**config.mk**
```make
export PLATFORM = sky130hd
export DESIGN_NAME = mbx_xfer_engine
export DESIGN_NICKNAME = d
export VERILOG_FILES = /design/src/rtl/mbx_pkg.sv /design/src/rtl/mbx_ram.sv /design/src/rtl/mbx_merge.sv /design/src/rtl/mbx_stage.sv /design/src/rtl/mbx_seq.sv /design/src/rtl/mbx_xfer_engine.sv
export SDC_FILE = /design/constraint.sdc
export NUM_CORES = 2
export LEC_CHECK = 0
export BUFFER_PORTS_ARGS = -buffer_cell sky130_fd_sc_hd__buf_4
export CAP_MARGIN = 30
export CORE_UTILIZATION = 63
export CTS_CLUSTER_SIZE = 10
export DETAILED_ROUTE_END_ITERATION = 7
export MAX_ROUTING_LAYER = met4
export PLACE_DENSITY_LB_ADDON = 0.05
export SLEW_MARGIN = 20
export SYNTH_ARGS = -nofsm -noshare
export SYNTH_HDL_FRONTEND = slang
export SYNTH_MEMORY_MAX_BITS = 65536
export SYNTH_SLANG_ARGS = --single-unit
```
**constraint.sdc**
```tcl
create_clock -name clk -period 11.3 [get_ports clk]
set_clock_uncertainty 0.2 [all_clocks]
set_input_delay 2.26 -clock clk [delete_from_list [all_inputs] [get_ports clk]]
set_output_delay 2.26 -clock clk [all_outputs]
set_load 0.03 [all_outputs]
```
**src/rtl/mbx_pkg.sv**
```systemverilog
package mbx_pkg;
  localparam int MSK_W  = 32;
  localparam int ARB_W  = 32;
  localparam int CTL_W  = 16;
  localparam int HALF_W = 32;
  localparam int FLG_W  = 3;
  localparam int CPU_W  = 32;
  localparam int CMD_W  = 8;

  typedef struct packed {
    logic intpnd;
    logic newdat;
    logic txrq;
  } flags_t;

  typedef struct packed {
    logic [MSK_W-1:0]  msk;
    logic [ARB_W-1:0]  arb;
    logic [CTL_W-1:0]  ctl;
    logic [HALF_W-1:0] dat_b;
    logic [HALF_W-1:0] dat_a;
  } body_t;

  typedef struct packed {
    body_t  body;
    flags_t flg;
  } obj_t;

  // bit order matches the command byte, bit 7 first
  typedef struct packed {
    logic dir;
    logic use_msk;
    logic use_arb;
    logic use_ctl;
    logic clr_ip;
    logic tx_nd;
    logic use_a;
    logic use_b;
  } cmd_t;

  typedef enum logic [2:0] {
    SEL_CMD = 3'd0,
    SEL_MSK = 3'd1,
    SEL_ARB = 3'd2,
    SEL_CTL = 3'd3,
    SEL_DA  = 3'd4,
    SEL_DB  = 3'd5
  } sel_e;

  typedef enum logic [1:0] {
    ST_IDLE  = 2'd0,
    ST_FETCH = 2'd1,
    ST_MERGE = 2'd2,
    ST_NOP   = 2'd3
  } st_e;
endpackage

```
**src/rtl/mbx_ram.sv**
```systemverilog
module mbx_ram
  import mbx_pkg::*;
#(
  parameter int DEPTH = 32,
  localparam int AW = $clog2(DEPTH)
) (
  input  logic          clk,
  input  logic          rst_n,
  input  logic          en,
  input  logic          we,
  input  logic [AW-1:0] addr,
  input  obj_t          wdata,
  output obj_t          rdata
);
  body_t  mem [DEPTH];
  flags_t flg_q [DEPTH];
  body_t  rd_body_q;
  flags_t rd_flg_q;

  // object body: plain storage, not reset
  always_ff @(posedge clk) begin
    if (en && we) begin
      mem[addr] <= wdata.body;
    end
    if (en && !we) begin
      rd_body_q <= mem[addr];
    end
  end

  // status flags: reset with the block
  always_ff @(posedge clk or negedge rst_n) begin
    if (!rst_n) begin
      for (int i = 0; i < DEPTH; i++) begin
        flg_q[i] <= '0;
      end
    end else if (en && we) begin
      flg_q[addr] <= wdata.flg;
    end
  end

  always_ff @(posedge clk or negedge rst_n) begin
    if (!rst_n) begin
      rd_flg_q <= '0;
    end else if (en && !we) begin
      rd_flg_q <= flg_q[addr];
    end
  end

  assign rdata = {rd_body_q, rd_flg_q};
endmodule

```
**src/rtl/mbx_merge.sv**
```systemverilog
module mbx_merge
  import mbx_pkg::*;
(
  input  cmd_t cmd,
  input  obj_t stored,
  input  obj_t stg,
  output obj_t merged,
  output logic wb_need
);
  always_comb begin
    merged  = stored;
    wb_need = 1'b0;
    if (cmd.dir) begin
      wb_need = 1'b1;
      if (cmd.use_msk) merged.body.msk   = stg.body.msk;
      if (cmd.use_arb) merged.body.arb   = stg.body.arb;
      if (cmd.use_ctl) begin
        merged.body.ctl = stg.body.ctl;
        merged.flg      = stg.flg;
      end
      if (cmd.use_a)   merged.body.dat_a = stg.body.dat_a;
      if (cmd.use_b)   merged.body.dat_b = stg.body.dat_b;
      if (cmd.tx_nd)   merged.flg.txrq   = 1'b1;
    end else begin
      if (cmd.clr_ip) begin
        merged.flg.intpnd = 1'b0;
        wb_need           = 1'b1;
      end
      if (cmd.tx_nd) begin
        merged.flg.newdat = 1'b0;
        wb_need           = 1'b1;
      end
    end
  end
endmodule

```
**src/rtl/mbx_stage.sv**
```systemverilog
module mbx_stage
  import mbx_pkg::*;
(
  input  logic             clk,
  input  logic             rst_n,
  input  logic             cpu_we,
  input  logic [2:0]       cpu_sel,
  input  logic [CPU_W-1:0] cpu_wdata,
  input  logic             load,
  input  cmd_t             load_cmd,
  input  obj_t             src,
  output cmd_t             cmd_q,
  output obj_t             stg_q
);
  cmd_t cmd_n;
  obj_t stg_n;
  logic upd;

  always_comb begin
    cmd_n = cmd_q;
    stg_n = stg_q;
    if (cpu_we) begin
      case (sel_e'(cpu_sel))
        SEL_CMD: cmd_n            = cmd_t'(cpu_wdata[CMD_W-1:0]);
        SEL_MSK: stg_n.body.msk   = cpu_wdata[MSK_W-1:0];
        SEL_ARB: stg_n.body.arb   = cpu_wdata[ARB_W-1:0];
        SEL_CTL: begin
          stg_n.body.ctl = cpu_wdata[CTL_W-1:0];
          stg_n.flg      = flags_t'(cpu_wdata[CTL_W+FLG_W-1:CTL_W]);
        end
        SEL_DA:  stg_n.body.dat_a = cpu_wdata[HALF_W-1:0];
        SEL_DB:  stg_n.body.dat_b = cpu_wdata[HALF_W-1:0];
        default: ;
      endcase
    end
    if (load) begin
      if (load_cmd.use_msk) stg_n.body.msk = src.body.msk;
      if (load_cmd.use_arb) stg_n.body.arb = src.body.arb;
      if (load_cmd.use_ctl) begin
        stg_n.body.ctl = src.body.ctl;
        stg_n.flg      = src.flg;
      end
      if (load_cmd.use_a)   stg_n.body.dat_a = src.body.dat_a;
      if (load_cmd.use_b)   stg_n.body.dat_b = src.body.dat_b;
    end
    upd = cpu_we || load;
  end

  always_ff @(posedge clk or negedge rst_n) begin
    if (!rst_n) begin
      cmd_q <= '0;
      stg_q <= '0;
    end else if (upd) begin
      cmd_q <= cmd_n;
      stg_q <= stg_n;
    end
  end
endmodule

```
**src/rtl/mbx_seq.sv**
```systemverilog
module mbx_seq
  import mbx_pkg::*;
#(
  parameter int OBJ_CNT = 32,
  localparam int AW    = $clog2(OBJ_CNT),
  localparam int NUM_W = $clog2(OBJ_CNT + 1)
) (
  input  logic             clk,
  input  logic             rst_n,
  input  logic             req_valid,
  input  logic [NUM_W-1:0] req_num,
  input  cmd_t             cmd_in,
  input  logic             wb_need,
  output logic             busy,
  output logic             ram_en,
  output logic             ram_we,
  output logic [AW-1:0]    ram_addr,
  output cmd_t             cmd_r,
  output logic             stg_load
);
  st_e           st_q, st_n;
  logic [AW-1:0] addr_q;
  logic          accept, num_ok;

  always_comb begin
    num_ok = (req_num != '0) && (req_num <= NUM_W'(OBJ_CNT));
    accept = (st_q == ST_IDLE) && req_valid;
    st_n   = st_q;
    case (st_q)
      ST_IDLE:  if (req_valid) st_n = num_ok ? ST_FETCH : ST_NOP;
      ST_FETCH: st_n = ST_MERGE;
      ST_MERGE: st_n = ST_IDLE;
      default:  st_n = ST_IDLE;
    endcase
  end

  always_ff @(posedge clk or negedge rst_n) begin
    if (!rst_n) begin
      st_q   <= ST_IDLE;
      addr_q <= '0;
      cmd_r  <= '0;
    end else begin
      st_q <= st_n;
      if (accept) begin
        addr_q <= AW'(req_num - NUM_W'(1));
        cmd_r  <= cmd_in;
      end
    end
  end

  always_comb begin
    busy     = (st_q != ST_IDLE);
    ram_we   = (st_q == ST_MERGE) && wb_need;
    ram_en   = (st_q == ST_FETCH) || ram_we;
    ram_addr = addr_q;
    stg_load = (st_q == ST_MERGE) && !cmd_r.dir;
  end
endmodule

```
**src/rtl/mbx_xfer_engine.sv**
```systemverilog
module mbx_xfer_engine
  import mbx_pkg::*;
#(
  parameter int OBJ_CNT = 32,
  localparam int AW    = $clog2(OBJ_CNT),
  localparam int NUM_W = $clog2(OBJ_CNT + 1)
) (
  input  logic              clk,
  input  logic              rst_n,
  input  logic              cpu_we,
  input  logic [2:0]        cpu_sel,
  input  logic [CPU_W-1:0]  cpu_wdata,
  input  logic              req_valid,
  input  logic [NUM_W-1:0]  req_num,
  output logic              busy,
  output logic [CMD_W-1:0]  stg_cmd,
  output logic [MSK_W-1:0]  stg_msk,
  output logic [ARB_W-1:0]  stg_arb,
  output logic [CTL_W-1:0]  stg_ctl,
  output logic [FLG_W-1:0]  stg_flags,
  output logic [HALF_W-1:0] stg_data_a,
  output logic [HALF_W-1:0] stg_data_b
);
  cmd_t          cmd_q, cmd_r;
  obj_t          stg_q, ram_rdata, merged;
  logic          wb_need, stg_load;
  logic          ram_en, ram_we;
  logic [AW-1:0] ram_addr;

  mbx_stage u_stage (
    .clk       (clk),
    .rst_n     (rst_n),
    .cpu_we    (cpu_we),
    .cpu_sel   (cpu_sel),
    .cpu_wdata (cpu_wdata),
    .load      (stg_load),
    .load_cmd  (cmd_r),
    .src       (ram_rdata),
    .cmd_q     (cmd_q),
    .stg_q     (stg_q)
  );

  mbx_seq #(.OBJ_CNT(OBJ_CNT)) u_seq (
    .clk       (clk),
    .rst_n     (rst_n),
    .req_valid (req_valid),
    .req_num   (req_num),
    .cmd_in    (cmd_q),
    .wb_need   (wb_need),
    .busy      (busy),
    .ram_en    (ram_en),
    .ram_we    (ram_we),
    .ram_addr  (ram_addr),
    .cmd_r     (cmd_r),
    .stg_load  (stg_load)
  );

  mbx_merge u_merge (
    .cmd     (cmd_r),
    .stored  (ram_rdata),
    .stg     (stg_q),
    .merged  (merged),
    .wb_need (wb_need)
  );

  mbx_ram #(.DEPTH(OBJ_CNT)) u_ram (
    .clk   (clk),
    .rst_n (rst_n),
    .en    (ram_en),
    .we    (ram_we),
    .addr  (ram_addr),
    .wdata (merged),
    .rdata (ram_rdata)
  );

  assign stg_cmd    = cmd_q;
  assign stg_msk    = stg_q.body.msk;
  assign stg_arb    = stg_q.body.arb;
  assign stg_ctl    = stg_q.body.ctl;
  assign stg_flags  = stg_q.flg;
  assign stg_data_a = stg_q.body.dat_a;
  assign stg_data_b = stg_q.body.dat_b;
endmodule

```
# Word-level counts from Yosys, hierarchy flattened
# Memories as Yosys holds them, arrays and structs flattened. A register that Yosys moved wholly into a read port is not among the register bits.
# Cells that the tools add are included.
# totals
regBits	269
ram_bits	4608
out_inout_bits	156
elab_cells	195
n_memories	1
# memory_table
memory	depth	word_bits	read_ports	rd_clocked_by_memory_dff	write_ports	line_no	source
u_ram.mem	32	144	1	1	1	mbx_ram.sv:15	body_t mem [DEPTH];
# op_classes
addsub	1
order_cmp	3
n_eq_ne	8
mux	40
n_bitwise	1
n_reduce_logical	16
# op_table
op	n
$mux 32	12
$mux 147	2
$mux 144	1
$bwmux 96	1
$mux 16	3
$mux 3	6
$bmux 3 s5	1
$demux 3 s5	1
$mux 1	9
$logic_and 1x1->1	7
$eq 3x2->1 const B	2
$eq 3x3->1 const B	2
$ge 6x6->1 const B	1
$le 6x6->1 const B	1
$lt 6x1->1 const B	1
$mux 2	3
$not 5->6	1
$reduce_bool 6->1	1
$sub 5x1->5 const B	1
$pmux 2 s2	1
$eq 3x1->1 const B	1
$logic_not 3->1	1
$reduce_and 3->1	1
$eq 2x1->1 const B	1
6 further kinds	8

# Logic depth before layout (Yosys ltp)
# depth
depth_word	8
depth_mapped	9
depth_no_buf	5

# Hierarchy
# From an unflattened synthesis, not the netlist that was laid out.
# hier_totals
cells_unflattened	8091
area_unflattened_um2	190422.6
# modules_own_cells
module	n_inst	cells_each	area_per_inst_um2	seq_area_each_um2
mbx_ram	1	7342	180534.4	145174.2
mbx_stage	1	519	6954.2	3878.7
mbx_merge	1	173	2207.1	0.0
mbx_seq	1	57	726.9	375.4

# Least setup slack after synthesis
# OpenSTA, ideal clock, no wires.
# synth_timing
path_type	reg-to-reg
start	reg u_seq.st_q[0]
end	reg u_ram.flg_q[30] (netlist bit)
arrival_time_ps	8109
required_ps	11003
slack_ps	2895
path_stages_with_launch	6
n_path_buf	0
synth_period_minus_slack_ps	8405
path_cell_list	dfrtp_1 > inv_1 > o311ai_2 > or3_1 > nor2_1 > mux2_2
# synth_between
elab_chain_cells	4
# synth_rtl
element	line_no	source
start: declaration	mbx_seq.sv:21	st_e st_q, st_n;
start signal: assignment	mbx_seq.sv:43	st_q <= st_n;
$eq 2x2->1	mbx_seq.sv:53	ram_we = (st_q == ST_MERGE) && wb_need;
$logic_and 1x1->1	mbx_seq.sv:53	
$logic_or 1x1->1	mbx_seq.sv:54	ram_en = (st_q == ST_FETCH) || ram_we;
$logic_and 1x1->1 (*)	mbx_ram.sv:36	end else if (en && we) begin
end signal: indexed assignment	mbx_ram.sv:37	flg_q[addr] <= wdata.flg;
end: declaration	mbx_ram.sv:16	flags_t flg_q [DEPTH];
# Every way passes the cells marked *; elsewhere a longest branch is shown, timed or not.
# A chain may end at the register's enable or synchronous reset.

# Worst setup path after layout
# layout_timing
start	reg u_seq.addr_q[4], in the netlist u_seq.ram_addr[4]
end	mem u_ram.mem[25][123] (netlist bit), enable pin
# layout_rtl
element	line_no	source
start: declaration	mbx_seq.sv:22	logic [AW-1:0] addr_q;
start signal: assignment	mbx_seq.sv:45	addr_q <= AW'(req_num - NUM_W'(1));
end: declaration	mbx_ram.sv:15	
# No word-level cell before the write port.

==> impl_summary.md <==
Status
The run finished with clean final reports.

Worst setup path
The signal on the critical path passes through buf_4 -> nand2_1 -> nor2_4 -> buf_12 -> nand2_1 -> inv_8 -> buf_4 -> buf_4. The critical path is of the reg2reg type. Counting both buffers and inverters, the worst setup path holds a total of 5. In this run the worst path has a maximum fanout of 90.

The cell family contributing the most delay on the critical path is buffers and inverters. The biggest cell delay along the critical path is 840 ps. STA classifies the critical path startpoint as a flip-flop.

The critical path's most frequent cell is sky130_fd_sc_hd__buf_4. For the worst setup path, the data arrival time is 6490 ps. The launching point of the worst reg2reg path is u_seq.ram_addr[4].

The type of destination of the critical path is a flip-flop. Among all stages on the critical path, the largest delay is contributed by sky130_fd_sc_hd__buf_4. The start point of the critical path is u_seq.ram_addr[4]. The required arrival time at the worst endpoint is 11740 ps.

Timing
The time the final worst path needs with I/O delays and setup is 6054 ps. The worst pin sits at a relative slew slack of 0.1238. The total negative slack is 0 ps. The max-slew violation count is 0.

The final period utilization is 0.5357. The final-report setup violation count is 0. The final-report hold violation count is 0. The smallest setup slack after layout is 5246 ps. The transition time at the pin with the least slew margin is 1314 ps.

The timing-limited maximum frequency is 0.1652 GHz. Setup repair after global routing left no endpoint under its margin.

Clock tree
The maximum buffer depth of the clock tree is 4. The number of setup buffers added after CTS is 0. The clock latency at the later pin of the worst-skew pair is 1050 ps. The post-cts resize count is 0.

TritonCTS built the clock tree. The clock-pin slew of the registers on the worst-case setup and hold paths is 60 ps. The clock drives 5021 sinks.

The number of hold buffers added after CTS was 0. The H-tree was split into 6 levels. The root buffer cell chosen for the clock tree is sky130_fd_sc_hd__clkbuf_16.

The number of clock buffers added by TritonCTS is 574.

Placement
The post-place setup slack is 5401 ps. The number of placed instances, taps included is 12180. The count of buffers added on input and output ports is 200. The HPWL after detailed placement is 261.3 mm. At the end of routability-driven placement, the weighted congestion stood at 0.7984.

Drt
The post-detailed-route DRC marker count is 0. In the final routed layout, each cell accounts on average for 41.75 um. After detailed routing, the total wire length is 552.6 mm. The number of detailed-routing iterations run before antenna repair is 7.

The post-detailed-route via-to-cell ratio is 7.353. The initial DRC count is 14270. The number of routed nets with antenna violations is 0.

Across all layers, the routed design uses 97310 vias.

Synth
The synthesized instance count is 8275. For this run, the leading register cell type out of synthesis is sky130_fd_sc_hd__edfxtp_1. The number of nets in the synthesized netlist is 8322.

The average footprint of a synthesized cell is 22.99 sq um. For this run, asynchronously set or reset flops after synthesis account for 0.05357. The register bit count reported by yosys is 5021. The share of the Yosys chip area taken by registers is 0.7856.

The distinct cell type count after synthesis is 52. The mapped netlist covers 190200 sq um. The count of yosys warnings during synthesis is 0. The count of flip-flops with a built-in enable after synthesis is 4752.

Job
The number of maximum-capacitance constraint violations is 0.

Layout
The ratio of cells with drive above 1 in the final layout is 0.2756. Relative to the synthesized area, the layout overhead comes to 12.41%. The count of non-filler cells in the finished layout is 13230. The net count of the finished layout is 8858. Measured on the finished design, the core utilization comes to 0.7126. The library cell used most frequently in the layout, excluding fill and tap cells, is sky130_fd_sc_hd__edfxtp_1. Leaving out fill and tap cells, the most frequent cells in the layout are 4752 x sky130_fd_sc_hd__edfxtp_1, 1160 x sky130_fd_sc_hd__mux4_2, 584 x sky130_fd_sc_hd__clkbuf_16.

Floorplanning
For this configuration, the core starts out at a cell density of 0.6340. The area of the die is 304100 sq um. Measured along the y axis, the die boundary spans 551.5 um. The initialized floorplan defines 201 standard-cell rows.

From left edge to right edge, the die measures 551.5 um. The total I/O pin count is 201. The region available for standard cell placement spans 300000 sq um.

Global routing
The number of antenna violations at the first check in global routing is 19. The number of global-route vias before repair is 95290. In the global route stage, overall resource usage came out at 0.3785.

The pin count of the biggest net entering global routing is 162. After global routing the overflow that remains totals 0. The wire length of the first global-routing pass is 756.4 mm.

Pwr
The total power density per cell area is 246.7 nW/um^2. The leakage power of the design is 68.32 nW. VDD sags by at most 0.0002095 V.

Hold path
The class of the worst hold path is reg2reg. In this run the most critical hold path is launched from u_ram.rdata[51].
-- tightest hold or removal path, delay by kind of cell (launching register included) --
family             cells  cell delay [ps]
and+or+nand+nor        1               40
AOI/OAI and AO/OA      1               70
DFF                    1              330
-- flip-flops by register name, summed over array words and instances, names as in the netlist --
name,count
u_ram.mem,4608
u_seq.st_q,2
u_stage.stg_q,147
u_seq.ram_addr,5
u_stage.cmd_q,8
u_ram.rdata,147
u_ram.flg_q,96
u_seq.cmd_r,8
-- routing by layer --
| metal | global-route usage | vias up | part of all wire |
|---|---|---|---|
| met2 | 0.5727 | 6822 | 0.48 |
| li1 | - | 36590 | - |
| met5 | - | - | 0 |
| met4 | 0.1465 | 0 | 0.041 |
| met3 | 0.07496 | 1022 | 0.11 |
| met1 | 0.5184 | 52880 | 0.37 |
-- cell type report --
cell class | count | area (sq um)
Antenna cell | 46 | 115.1
Fill cell | 17510 | 86220
Sequential cell | 5021 | 149400
Inverter | 14 | 120.1
Clock inverter | 42 | 648.1
Clock buffer | 953 | 16020
Tap cell | 3958 | 4952
Timing Repair Buffer | 429 | 3936
Multi-Input combinational cell | 2771 | 38580
-- path summary, 6_finish.rpt --
check	endpoint	slack, ps	depth (start not counted)
worst max-delay path	u_ram.mem[25][123]	5250	8
worst min-delay path	u_stage.stg_q[51]	270	2
worst max register to register	u_ram.mem[25][123]	5250	8
worst min register to register	u_stage.stg_q[51]	270	2
max in group asynchronous	u_stage.stg_q[78]	7370	3
min in group asynchronous	u_stage.stg_q[138]	990	1
-- synthesized netlist by cell type (all sizes together) (9+ instances only) --
cell,number,area share
mux2,261,0.015
mux4,1160,0.14
and3,11,0.00036
nand2,169,0.0033
mux2i,184,0.0097
dfrtp,269,0.035
nor3,9,0.00034
o22ai,11,0.00036
o21ai,158,0.0042
inv,14,0.00028
a22oi,568,0.022
nor2,40,0.0011
edfxtp,4752,0.75
nand4,136,0.0045
clkbuf,164,0.0032
buf,305,0.0092
-- power breakdown --
part	switching, mW	internal (mW)
clock	7.12	9.65
sequential	0.696	23.9
combinational	7.43	3.97
-- metrics by stage --
stage                     hold WS (ps)  cell area, sq um  power, mW
after floorplan                  245.7            190200      32.17
after global placement           250.2            196500      35.80
after detailed placement         264.7            196700      36.20
after CTS                        267.4            213400      52.76
after global routing             291.1            213800      54.23
final                            272.4            213800      52.75
-- cells by family after synthesis --
family,count (synthesis),synth area share
adder cells (fa/ha/maj),2,0.0001315
XOR/XNOR,4,0.0001842
flip-flops,5021,0.7856
AND/OR/NAND/NOR,401,0.01108
AO/OA/AOI/OAI,759,0.02783
buffers and inverters,483,0.01270
multiplexers,1605,0.1625
No activity file was read; power rests on OpenSTA's default activity.
